File: src/rtl/aln_pkg.sv
package aln_pkg;

  typedef enum logic [2:0] {
    ST_WAIT,
    ST_HUNT,
    ST_SETTLE,
    ST_LOCK,
    ST_FAIL
  } aln_state_e;

  // Training word for the supported widths: 111000 (6 bit) and 00111000 (8 bit)
  // share the same numeric value.
  function automatic logic [15:0] training_word(input int unsigned width);
    if (width <= 8) training_word = 16'h0038;
    else            training_word = 16'h0038;
  endfunction

endpackage

File: src/rtl/aln_deser_front.sv
module aln_deser_front #(
  parameter int WORD_W = 8
) (
  input  logic              clk,
  input  logic              rst_n,
  input  logic              sdata_i,
  input  logic              hold_i,
  output logic [WORD_W-1:0] word_o,
  output logic              valid_o
);

  localparam int CNT_W = $clog2(WORD_W);
  localparam logic [CNT_W-1:0] LAST = CNT_W'(WORD_W - 1);

  logic [WORD_W-1:0] shift_q, shift_d;
  logic [CNT_W-1:0]  cnt_q, cnt_d;
  logic              cap_en;

  always_comb begin
    shift_d = {shift_q[WORD_W-2:0], sdata_i};
    cap_en  = !hold_i && (cnt_q == LAST);
    if (hold_i)      cnt_d = cnt_q;
    else if (cap_en) cnt_d = '0;
    else             cnt_d = cnt_q + 1'b1;
  end

  always_ff @(posedge clk or negedge rst_n) begin
    if (!rst_n) begin
      shift_q <= '0;
      cnt_q   <= '0;
      valid_o <= 1'b0;
    end else begin
      shift_q <= shift_d;
      cnt_q   <= cnt_d;
      valid_o <= cap_en;
    end
  end

  always_ff @(posedge clk or negedge rst_n) begin
    if (!rst_n)      word_o <= '0;
    else if (cap_en) word_o <= shift_d;
  end

endmodule

File: src/rtl/aln_word_match.sv
module aln_word_match #(
  parameter int                WORD_W  = 8,
  parameter logic [WORD_W-1:0] PATTERN = '0
) (
  input  logic [WORD_W-1:0] word_i,
  output logic              match_o
);

  logic [WORD_W-1:0] bit_eq;

  for (genvar i = 0; i < WORD_W; i++) begin : g_bit
    assign bit_eq[i] = (word_i[i] == PATTERN[i]);
  end

  assign match_o = &bit_eq;

endmodule

File: src/rtl/aln_align_ctrl.sv
module aln_align_ctrl
  import aln_pkg::*;
#(
  parameter int WORD_W       = 8,
  parameter int SETTLE_WORDS = 2,
  parameter int LOCK_WORDS   = 4,
  parameter int SLIP_W       = $clog2(WORD_W + 1)
) (
  input  logic              clk,
  input  logic              rst_n,
  input  logic              word_valid_i,
  input  logic              match_i,
  input  logic              phase_ok_i,
  input  logic              realign_i,
  output logic              slip_o,
  output logic              aligned_o,
  output logic              fail_o,
  output logic [SLIP_W-1:0] slip_count_o
);

  localparam int SET_W  = $clog2(SETTLE_WORDS + 1);
  localparam int LOCK_W = $clog2(LOCK_WORDS + 1);
  localparam logic [SLIP_W-1:0] SLIP_MAX    = SLIP_W'(WORD_W);
  localparam logic [SET_W-1:0]  SETTLE_LAST = SET_W'(SETTLE_WORDS - 1);
  localparam logic [LOCK_W-1:0] LOCK_LAST   = LOCK_W'(LOCK_WORDS - 1);

  aln_state_e        state_q, state_d;
  logic [SET_W-1:0]  settle_q, settle_d;
  logic [LOCK_W-1:0] run_q, run_d;
  logic [SLIP_W-1:0] slips_q, slips_d;

  always_comb begin
    state_d  = state_q;
    settle_d = settle_q;
    run_d    = run_q;
    slips_d  = slips_q;
    slip_o   = 1'b0;
    if (realign_i) begin
      state_d  = ST_WAIT;
      settle_d = '0;
      run_d    = '0;
      slips_d  = '0;
    end else begin
      unique case (state_q)
        ST_WAIT: begin
          if (phase_ok_i) begin
            state_d = ST_HUNT;
            run_d   = '0;
          end
        end
        ST_HUNT: begin
          if (word_valid_i) begin
            if (match_i) begin
              run_d = run_q + 1'b1;
              if (run_q == LOCK_LAST) state_d = ST_LOCK;
            end else if (slips_q == SLIP_MAX) begin
              state_d = ST_FAIL;
            end else begin
              slip_o   = 1'b1;
              slips_d  = slips_q + 1'b1;
              run_d    = '0;
              settle_d = '0;
              state_d  = ST_SETTLE;
            end
          end
        end
        ST_SETTLE: begin
          if (word_valid_i) begin
            if (settle_q == SETTLE_LAST) begin
              settle_d = '0;
              state_d  = ST_HUNT;
            end else begin
              settle_d = settle_q + 1'b1;
            end
          end
        end
        default: ;
      endcase
    end
  end

  always_ff @(posedge clk or negedge rst_n) begin
    if (!rst_n) begin
      state_q  <= ST_WAIT;
      settle_q <= '0;
      run_q    <= '0;
      slips_q  <= '0;
    end else begin
      state_q  <= state_d;
      settle_q <= settle_d;
      run_q    <= run_d;
      slips_q  <= slips_d;
    end
  end

  assign aligned_o    = (state_q == ST_LOCK);
  assign fail_o       = (state_q == ST_FAIL);
  assign slip_count_o = slips_q;

endmodule

File: src/rtl/bitslip_aligner.sv
module bitslip_aligner #(
  parameter int  WORD_W       = 8,
  parameter int  SETTLE_WORDS = 2,
  parameter int  LOCK_WORDS   = 4,
  localparam int SLIP_W       = $clog2(WORD_W + 1)
) (
  input  logic              clk,
  input  logic              rst_n,
  input  logic              sdata_i,
  input  logic              phase_ok_i,
  input  logic              realign_i,
  output logic [WORD_W-1:0] word_o,
  output logic              word_valid_o,
  output logic              aligned_o,
  output logic              align_fail_o,
  output logic [SLIP_W-1:0] slip_count_o
);

  localparam logic [WORD_W-1:0] TRAIN = WORD_W'(aln_pkg::training_word(WORD_W));

  logic slip;
  logic match;

  aln_deser_front #(.WORD_W(WORD_W)) u_front (
    .clk     (clk),
    .rst_n   (rst_n),
    .sdata_i (sdata_i),
    .hold_i  (slip),
    .word_o  (word_o),
    .valid_o (word_valid_o)
  );

  aln_word_match #(.WORD_W(WORD_W), .PATTERN(TRAIN)) u_match (
    .word_i  (word_o),
    .match_o (match)
  );

  aln_align_ctrl #(
    .WORD_W       (WORD_W),
    .SETTLE_WORDS (SETTLE_WORDS),
    .LOCK_WORDS   (LOCK_WORDS),
    .SLIP_W       (SLIP_W)
  ) u_ctrl (
    .clk          (clk),
    .rst_n        (rst_n),
    .word_valid_i (word_valid_o),
    .match_i      (match),
    .phase_ok_i   (phase_ok_i),
    .realign_i    (realign_i),
    .slip_o       (slip),
    .aligned_o    (aligned_o),
    .fail_o       (align_fail_o),
    .slip_count_o (slip_count_o)
  );

endmodule

File: config.mk
export PLATFORM = sky130hd
export DESIGN_NAME = bitslip_aligner
export DESIGN_NICKNAME = d
export VERILOG_FILES = /design/src/rtl/aln_pkg.sv /design/src/rtl/aln_deser_front.sv /design/src/rtl/aln_word_match.sv /design/src/rtl/aln_align_ctrl.sv /design/src/rtl/bitslip_aligner.sv
export SDC_FILE = /design/constraint.sdc
export NUM_CORES = 1
export LEC_CHECK = 0
export BUFFER_PORTS_ARGS = -buffer_cell sky130_fd_sc_hd__buf_2
export CORE_UTILIZATION = 35
export CTS_BUF_LIST = sky130_fd_sc_hd__clkbuf_2
export DETAILED_ROUTE_END_ITERATION = 6
export GPL_TIMING_DRIVEN = 0
export PLACE_DENSITY = 0.59
export SYNTH_ARGS = -nofsm -noshare
export SYNTH_HDL_FRONTEND = slang
export SYNTH_HIERARCHICAL = 1
export SYNTH_SLANG_ARGS = --single-unit
File: constraint.sdc
create_clock -name clk -period 7.1 [get_ports clk]
set_input_delay 0.71 -clock clk [delete_from_list [all_inputs] [get_ports clk]]
set_output_delay 0.71 -clock clk [all_outputs]
set_load 0.02 [all_outputs]
==> results of run 1 <==
-- cells in the final DEF, fill, tap and decap left out, types with 2 or more instances in the layout --
cell type / instances
a21oi_1: 4
nand3_1: 2
a22o_1: 3
mux2_4: 8
ha_1: 6
nor4b_1: 2
and3_1: 2
inv_1: 3
o21ai_0: 2
clkbuf_2: 6
mux2i_1: 2
nand2_1: 4
nor2_1: 8
nor3_1: 4
mux2_2: 3
xor2_1: 3
dfrtp_1: 31
buf_2: 21
nor3b_1: 3
and3b_1: 2
nor2b_1: 3
-- worst max-delay path: stages (launching register included) --
cell,delay [ns]
dfrtp_1,0.43
or4b_1,0.56
nor4_2,0.59
nor4b_4,0.16
nand3_1,0.21
nor2_1,0.12
nor2b_1,0.17
buf_6,0.18
mux2_4,0.31
-- logic make-up (layout without fill, tap and decap cells) --
family / after synthesis / in the layout / share of synthesized area
AOI/OAI and AO/OA: 15 / 15 / 0.0738
xor gates and xnor gates: 4 / 4 / 0.0240
adders and majority gates: 6 / 6 / 0.0515
buffers and inverters: 8 / 34 / 0.0300
DFF: 31 / 31 / 0.532
muxes: 13 / 13 / 0.119
and+or+nand+nor: 38 / 38 / 0.169
-- state kept, by name, summed over array words and instances, names as in the netlist --
| name | flops |
|---|---|
| u_front/valid_o | 1 |
| u_ctrl/slip_count_o | 4 |
| u_ctrl/settle_q | 2 |
| u_front/shift_q | 7 |
| u_front/word_o | 8 |
| u_ctrl/state_q | 3 |
| u_front/cnt_q | 3 |
| u_ctrl/run_q | 3 |
-- worst paths after layout --
check / endpoint / slack, ns
min: u_ctrl/state_q[1] / 0.39
min reg2reg: u_front/shift_q[6] / 0.39
max: u_front/word_o[2] / 4.26
max in group asynchronous: u_ctrl/settle_q[0] / 6.27
max reg2reg: u_front/word_o[2] / 4.26
min in group clk: u_front/shift_q[6] / 0.39
-- through the flow --
step / utilization / cell area, um2 / power [mW]
CTS: 0.419 / 1680 / 0.617
global placement: 0.404 / 1620 / 0.492
floorplan: - / 1460 / 0.436
detailed placement: 0.404 / 1620 / 0.499
global route: 0.419 / 1680 / 0.652
finish: 0.419 / 1680 / 0.609
-- per-layer routing --
layer	up-vias	wire length [um]	part of all wire
met5	-	0	0
met4	0	19	0.0074
met3	3	110	0.043
met2	22	1210	0.47
met1	470	1220	0.48
li1	467	-	-
-- layout make-up --
class	count	share of cell area
buffer	5	0.0194
clock buffer	6	0.0179
clock inverter	1	0.0179
multi-input combinational	76	0.381
tap	50	0.0373
inverter	3	0.00672
timing repair buffer	19	0.0568
sequential	31	0.463
-- power by group through the flow --
stage	Sequential (mW)	Combinational (mW)	Clock, mW
after floorplan	0.284	0.152	0
after global placement	0.258	0.234	0
after detailed placement	0.259	0.240	0
after CTS	0.256	0.241	0.121
after global routing	0.262	0.262	0.127
final	0.256	0.239	0.114
==> qor.txt, run 1 <==
cell with the most instances after synthesis -> dfrtp_1
clock slew at reported path FFs -> 0.15 ns
post_cts resized -> 0
I/O pin total -> 20
fmax -> 0.352 GHz
outcome -> finished, final reports clean
placed cells -> 184
crit path DAT -> 3.08 ns
final hold slack -> 0.385 ns
top cells by area, synth -> dfrtp_1 53%, mux2_4 8.2%, ha_1 5.2%
Yosys top cell area share -> 0.532
worst-skew pair later-pin latency -> 0.34 ns
Tot GR Track Use -> 0.135
TritonCTS clock tree -> yes
PortBufs -> 19
ys async rst share -> 1.00
clock net sink count -> 31
Root Driver -> clkbuf_2
RSZ-0062 raised after global routing -> no
Layout area overhead -> 14.9%
post-synth cell types -> 38
Critical Path Source Type -> flip-flop
DR vias -> 962
clock skew -> 0.0146 ns
Post-DRT Antenna Nets -> 0
commonest cells in the netlist -> 31 x dfrtp_1, 8 x mux2_4, 8 x nor2_1
antenna cells -> 0
worst-margin pin slew -> 0.667 ns
Post-synth top flop -> dfrtp_1
sequential power share -> 0.420
final setup TNS -> 0 ns
Yosys Warn Count -> 6
Pint -> 398 uW
core area -> 4000 um2
M3 GR Usage -> 0.0394
synthesized area -> 1460 um2
final WL -> 2560 um
Final period util -> 0.400
pin count of the biggest net entering global routing -> 32
synthesized area per cell -> 12.7 um2
Critical Path RT -> 7.34 ns
Setup violations, final -> 0
pre-CTS setup slack -> 4.27 ns
worst r2r src -> u_front/word_o[7]
Post-synth EDFFs -> 0
clock share of power -> 0.188
first-pass GRT wire length -> 4490 um
Final nets -> 152
DRC Markers -> 0
GRT busiest layer -> met2
Setup Buffers After CTS -> 0
die span in x -> 66.5 um
GR Util met2 -> 0.209
r2r worst-path depth -> 8
Starting Density -> 0.364
Worst Path Max Fanout -> 9
Fillers -> 376
die area -> 4430 um2
# rows -> 23
PD cells -> 363 nW/um2
Seq/Total Area, Yosys -> 0.532
DP HPWL -> 1790 um
DRT iter0 DRCs -> 55
share of cells above drive strength 1 -> 0.312
final std cells w/o fill -> 191
antenna violations before repair -> 0
Clock Path Buffers -> 2
syn nets -> 126
area of the multi-input gates -> 638 um2
Syn Inst Count -> 115
Seq cells post-synth -> 31
Worst Setup SP -> u_front/word_o[7]
Setup CP Type -> reg2reg
Max-slew headroom -> 0.552
Tightest Hold Check Type -> in2async
leak pwr -> 0.812 nW
Comb power frac -> 0.392
Sw Share -> 0.346
routability cong. -> 0.741
H-tree levels -> 2
routed length per instance -> 13.4 um
Final WS setup -> 4.26 ns
Pre-Repair DR Iteration Count -> 4
area leader, netlist -> dfrtp_1
area occupied by registers -> 776 um2
die height -> 66.5 um
Slew Viols, Final -> 0
CTS hold repair buffers -> 0
net switching power -> 211 uW
mean number of vias per cell -> 5.04
gr ovfl total -> 0
via count of the first global-routing pass -> 986
Setup crit end kind -> flip-flop
max_cap viols -> 0
fin crit period -> 2.84 ns
worst vdd ir -> 0.195 mV
CTS Buf Count -> 5
Final Hold Vio Count -> 0
met1 Use GR -> 0.179
No activity file was read; power rests on OpenSTA's default activity.
==> run 2: changes to the inputs <==
--- a/config.mk
+++ b/config.mk
@@ -5,6 +5,7 @@
 export SDC_FILE = /design/constraint.sdc
 export NUM_CORES = 1
 export LEC_CHECK = 0
+export ABC_AREA = 1
 export BUFFER_PORTS_ARGS = -buffer_cell sky130_fd_sc_hd__buf_2
 export CORE_UTILIZATION = 35
 export CTS_BUF_LIST = sky130_fd_sc_hd__clkbuf_2
==> constraint.sdc (replaced) <==
create_clock -name clk -period 2.7 [get_ports clk]
set_input_delay 0.27 -clock clk [delete_from_list [all_inputs] [get_ports clk]]
set_output_delay 0.27 -clock clk [all_outputs]
set_load 0.02 [all_outputs]
==> run 2 against run 1 <==
  * Die area is 8.1% higher
  * First-iteration DRC count down 3.6%
  * Synthesized cell count up 69%
  * Register-to-register slack got worse by 3.4 ns
  * Clock skew is 0.0018 ns lower
  * Hold slack worse by 0.089 ns
  * Largest cell class unchanged
  * Final cell count up 44%
  * Sequential cell count is the same
  * Utilization grew 0.10 points
  * Largest power group is now combinational logic
  * Total power rose to 2.9 times the previous value
  * Synthesized area grew 8.3%
==> qor.txt, run 2 <==
pre-CTS setup slack -> 0.884 ns
antenna violations before repair -> 0
share of cells above drive strength 1 -> 0.193
Pre-Repair DR Iteration Count -> 4
worst vdd ir -> 0.440 mV
Worst path slowest cell -> dfrtp_1
Comb power frac -> 0.421
design area -> 1830 um2
Pint -> 1.02 mW
Biggest register -> u_front/word_o
reg2reg setup slack -> 0.87 ns
max_cap viols -> 0
Post-synth EDFFs -> 0
Syn Inst Count -> 194
clock share of power -> 0.187
Final period util -> 0.676
DRC Markers -> 0
Tightest Hold Check Type -> in2reg
final setup TNS -> 0 ns
clock slew at reported path FFs -> 0.18 ns
Hold Path Sink -> u_ctrl/slip_count_o[2]
RSZ-0062 raised after global routing -> no
Yosys Warn Count -> 6
sequential power share -> 0.393
Setup Buffers After CTS -> 0
ordered list of cells on the worst path -> inv_1, ha_1, nand3b_1, nand2_1, nor3_1, inv_2, nand2_2, nand2_1, nand2_1
Root Driver -> clkbuf_2
post_cts resized -> 0
final hold slack -> 0.297 ns
cell with the most instances after synthesis -> nand2_1
Layout area overhead -> 15.8%
gr ovfl total -> 0
commonest non-fill, non-tap cells in the layout -> 65 x nand2_1, 31 x dfrtp_1, 24 x nand3_1, 19 x buf_2
Slew Viols, Final -> 0
Final nets -> 233
die area -> 4780 um2
worst-margin pin slew -> 0.699 ns
net switching power -> 761 uW
clock skew -> 0.0128 ns
Yosys top cell area share -> 0.491
Seq cells post-synth -> 31
worst-skew pair later-pin latency -> 0.37 ns
outcome -> finished, final reports clean
antenna cells -> 0
final std cells w/o fill -> 275
Seq/Total Area, Yosys -> 0.491
post-synth cell types -> 19
commonest cells in the netlist -> 65 x nand2_1, 31 x dfrtp_1, 24 x nand3_1
routability cong. -> 0.803
ys async rst share -> 1.00
first-pass GRT wire length -> 5370 um
most common cell after layout, fill and taps aside -> nand2_1
delay-heaviest family, CP -> simple AND/OR/NAND/NOR gates
Clock Path Buffers -> 2
I/O pin total -> 20
Design Power -> 1.78 mW
Post-DRT Antenna Nets -> 0
utilization after layout -> 0.420
Max-slew headroom -> 0.534
DRT iter0 DRCs -> 53
mean number of vias per cell -> 4.59
fin crit period -> 1.83 ns
via count of the first global-routing pass -> 1216
FF-to-FF End -> u_front/word_o[6]
TritonCTS clock tree -> yes
CTS hold repair buffers -> 2
Fillers -> 445
max reg flops -> 8
placed instance area -> 1740 um2
synthesized area -> 1580 um2
Setup CP Type -> reg2reg
routed length per instance -> 11.1 um
synthesized area per cell -> 8.14 um2
PortBufs -> 19
Worst Min Path Start -> realign_i
H-tree levels -> 2
worst r2r src -> u_ctrl/slip_count_o[0]
WP buf/inv -> 2
clock net sink count -> 31
top cells by area, synth -> dfrtp_1 49%, nand2_1 15%, nand3_1 7.6%
area occupied by registers -> 776 um2
Final Hold Vio Count -> 0
Starting Density -> 0.363
DR vias -> 1261
Tot GR Track Use -> 0.143
Sw Share -> 0.428
r2r worst-path depth -> 9
placed cells -> 265
Setup crit end kind -> flip-flop
crit path DAT -> 2.15 ns
Critical Path Max Stage Delay -> 0.45 ns
area leader, netlist -> dfrtp_1
Setup violations, final -> 0
pin count of the biggest net entering global routing -> 32
Worst Hold Path Cells -> 4
CTS Buf Count -> 5
leak pwr -> 0.990 nW
# rows -> 24
die span in x -> 69.2 um
fmax -> 0.548 GHz
final WL -> 3050 um
area of the multi-input gates -> 687 um2
Final WS setup -> 0.874 ns
Worst Path Max Fanout -> 9
Worst path most repeated cell -> nand2_1
core area -> 4350 um2
Critical Path RT -> 3.02 ns
DP HPWL -> 2120 um
Critical Path Source Type -> flip-flop
die height -> 69.2 um
syn nets -> 205
Post-synth top flop -> dfrtp_1
PD cells -> 973 nW/um2
## run 2: cell count changes in the layout (fill, tap and decap cells not counted), sizes merged, moves of 4 or more
cell   previous run  this run
nor2              8        23
a21oi             4         0
nand3             2        27
nand2             4        68
inv               3        19
mux2             11         0
## run 2: area by class of cell
cell class	instances	share of cell area
clock inverter	3	0.0240
clock buffer	5	0.0137
timing repair buffer	21	0.0630
buffer	4	0.0226
multi-input combinational	139	0.376
inverter	20	0.0411
sequential	31	0.424
tap	52	0.0356
## run 2: worst max-delay path by stage
stage               slack, ns  cells past startpoint              startpoint           endpoint
floorplan                0.97                      9  u_ctrl/slip_count_o[0]  u_front/word_o[0]
global placement         0.86                      9  u_ctrl/slip_count_o[0]  u_front/word_o[4]
detailed placement       0.88                      9  u_ctrl/slip_count_o[0]  u_front/word_o[6]
CTS                      0.85                      9  u_ctrl/slip_count_o[0]  u_front/word_o[6]
global route             0.64                      9  u_ctrl/slip_count_o[0]  u_front/word_o[6]
finish                   0.87                      9  u_ctrl/slip_count_o[0]  u_front/word_o[6]
## run 2: kinds of logic (layout without fill, tap and decap cells)
| logic type | Yosys count | count (layout) | share of synthesized area |
|---|---|---|---|
| adders and majority gates | 6 | 6 | 0.0475 |
| and+or+nand+nor | 128 | 128 | 0.367 |
| DFF | 31 | 31 | 0.491 |
| xor gates and xnor gates | 2 | 2 | 0.0111 |
| AOI/OAI and AO/OA | 3 | 3 | 0.00951 |
| buffers and inverters | 24 | 53 | 0.0737 |
## run 2: worst register-to-register path: stages (launching register included)
cell and delay (ns):
dfrtp_1 0.45, inv_1 0.08, ha_1 0.22, nand3b_1 0.13, nand2_1 0.08, nor3_1 0.39
inv_2 0.11, nand2_2 0.20, nand2_1 0.08, nand2_1 0.06
## run 2: power by group through the flow
stage | combinational (mW) | sequential, mW | clock (mW)
after floorplan | 0.456 | 0.793 | 0
after global placement | 0.740 | 0.708 | 0
after detailed placement | 0.749 | 0.710 | 0
after CTS | 0.755 | 0.701 | 0.346
after global routing | 0.845 | 0.723 | 0.363
final | 0.748 | 0.698 | 0.332
## run 2: metal layers
| metal | global-route usage | vias up | part of all wire |
|---|---|---|---|
| met5 | 0 | - | 0 |
| met4 | 0.0680 | 0 | 0.013 |
| met3 | 0.0351 | 5 | 0.031 |
| met2 | 0.216 | 21 | 0.45 |
| met1 | 0.194 | 567 | 0.51 |
| li1 | - | 668 | - |
==> run 3: changes to the inputs <==
--- a/config.mk
+++ b/config.mk
@@ -11,7 +11,7 @@
 export CTS_BUF_LIST = sky130_fd_sc_hd__clkbuf_2
 export DETAILED_ROUTE_END_ITERATION = 6
 export GPL_TIMING_DRIVEN = 0
-export PLACE_DENSITY = 0.59
+export PLACE_DENSITY = 0.61
 export SYNTH_ARGS = -nofsm -noshare
 export SYNTH_HDL_FRONTEND = slang
 export SYNTH_HIERARCHICAL = 1
==> constraint.sdc (replaced) <==
create_clock -name clk -period 1.6 [get_ports clk]
set_input_delay 0.16 -clock clk [delete_from_list [all_inputs] [get_ports clk]]
set_output_delay 0.16 -clock clk [all_outputs]
set_load 0.02 [all_outputs]
==> run 3 against run 2 <==
  * Clock power grew 17%
  * Final cell count grew 2.2%
  * Clock skew is essentially flat
  * Die area is the same
  * Hold slack lost 0.087 ns
  * Fmax grew 16%
  * Critical path depth grew 2
  * Via count grew 6.3%
  * Register-to-register slack lost 0.85 ns
  * Critical path type unchanged
  * Largest cell class unchanged
==> qor.txt, run 3 (synthesis gave the netlist of run 2 again) <==
outcome -> finished, final reports clean
PD cells -> 1540 nW/um2
Setup CP Type -> reg2reg
Hold Path Sink -> u_ctrl/slip_count_o[2]
Max-slew headroom -> 0.535
Starting Density -> 0.363
gr ovfl total -> 0
die height -> 69.2 um
pin count of the biggest net entering global routing -> 32
Pre-Repair DR Iteration Count -> 4
Slew Viols, Final -> 0
routed length per instance -> 11.3 um
Critical Path RT -> 1.89 ns
clock net sink count -> 31
TritonCTS clock tree -> yes
commonest non-fill, non-tap cells in the layout -> 62 x nand2_1, 30 x dfrtp_1, 19 x buf_2
fmax -> 0.634 GHz
first-pass GRT wire length -> 5330 um
Worst Min Path Start -> realign_i
Layout area overhead -> 22.7%
via count of the first global-routing pass -> 1197
reg2reg setup slack -> 0.02 ns
DRT iter0 DRCs -> 101
RSZ-0062 raised after global routing -> yes
mean number of vias per cell -> 4.77
clock skew -> 0.0131 ns
I/O pin total -> 20
design area -> 1940 um2
# rows -> 24
placed instance area -> 1750 um2
final setup TNS -> 0 ns
final hold slack -> 0.209 ns
PortBufs -> 19
Final Hold Vio Count -> 0
CTS Buf Count -> 5
H-tree levels -> 2
DR vias -> 1340
routability cong. -> 0.745
sequential power share -> 0.389
die area -> 4780 um2
Post-DRT Antenna Nets -> 0
Root Driver -> clkbuf_2
net switching power -> 1.34 mW
r2r worst-path depth -> 11
final WL -> 3160 um
worst r2r src -> u_front/word_o[4]
DRC Markers -> 0
Tot GR Track Use -> 0.141
clock share of power -> 0.130
Pint -> 1.65 mW
leak pwr -> 1.02 nW
Clock Path Buffers -> 2
antenna violations before repair -> 0
die span in x -> 69.2 um
max reg flops -> 8
Setup violations, final -> 0
core area -> 4350 um2
max_cap viols -> 0
Final period util -> 0.986
clock slew at reported path FFs -> 0.17 ns
DP HPWL -> 2100 um
worst vdd ir -> 0.613 mV
share of cells above drive strength 1 -> 0.288
antenna cells -> 0
Setup crit end kind -> flip-flop
Worst Path Max Fanout -> 5
Comb power frac -> 0.481
fin crit period -> 1.58 ns
Critical Path Source Type -> flip-flop
Worst Hold Path Cells -> 4
worst-skew pair later-pin latency -> 0.37 ns
worst-margin pin slew -> 0.697 ns
Fillers -> 434
most common cell after layout, fill and taps aside -> nand2_1
Final nets -> 239
FF-to-FF End -> u_front/word_o[4]
Sw Share -> 0.448
crit path DAT -> 1.86 ns
Tightest Hold Check Type -> in2reg
Biggest register -> u_front/word_o
-- run 3: metrics by stage --
stage | cells | total power, mW | setup WS, ns | util
3_5_place_dp | 265 | 2.47 | -0.0840 | 0.401
5_1_grt | 281 | 3.28 | -0.0928 | 0.445
3_3_place_gp | 265 | 2.44 | -0.0607 | 0.401
6_report | 281 | 2.99 | 0.0224 | 0.445
2_1_floorplan | 194 | 2.11 | 0.0303 | -
4_1_cts | 278 | 2.91 | 0.0415 | 0.422
-- run 3: worst max-delay path by stage --
stage                         to                   start  depth (start not counted)
3_3_place_gp   u_front/word_o[3]  u_ctrl/slip_count_o[0]                          9
6_report       u_front/word_o[4]       u_front/word_o[4]                         11
3_5_place_dp   u_front/word_o[4]  u_ctrl/slip_count_o[0]                          9
5_1_grt         u_front/cnt_q[0]       u_front/word_o[4]                         11
2_1_floorplan  u_front/word_o[0]  u_ctrl/slip_count_o[1]                          9
4_1_cts        u_front/word_o[4]  u_ctrl/slip_count_o[0]                          9
-- run 3: timing repair --
item / 4_1_cts / 5_1_grt
endpoints found under the hold margin: 32 / 0
gates resized for setup: 1 / 21
setup endpoints to repair: 11 / 22
pin swaps: 1 / 13
cloned: 0 / 1
hold buffers: 2 / 0
buffers inserted: 3 / 2
-- run 3: per-layer routing --
layer | track usage | routed length, um
met5 | 0 | 0
met4 | 0.0612 | 34
met3 | 0.0482 | 124
met2 | 0.206 | 1530
met1 | 0.189 | 1470
-- run 3: worst max-delay path, stage by stage, from the launching register on --
cell	delay [ns]
dfrtp_1	0.44
nand2_1	0.09
inv_2	0.04
nand2_2	0.07
nor2_4	0.04
inv_2	0.09
nand3_4	0.11
nor3_4	0.22
inv_2	0.11
buf_6	0.15
nand3_1	0.07
nand2_1	0.06
-- run 3: layout make-up --
type | instances | area (um2) | share of cell area
repair buffers | 27 | 164 | 0.0846
clock buffers | 6 | 30.0 | 0.0155
well taps | 52 | 65.1 | 0.0336
multi-input cells | 139 | 773 | 0.399
clock inverters | 2 | 12.5 | 0.00646
flip-flops and latches | 31 | 777 | 0.401
inverters | 20 | 75.1 | 0.0387
plain buffers | 4 | 41.3 | 0.0213
-- run 3: power groups by stage --
stage                     Clock (mW)  Sequential (mW)  Combinational (mW)
after floorplan                    0             1.34               0.773
after global placement             0             1.19                1.24
after detailed placement           0             1.20                1.27
after CTS                      0.410             1.16                1.34
after global routing           0.450             1.20                1.63
final                          0.388             1.16                1.44
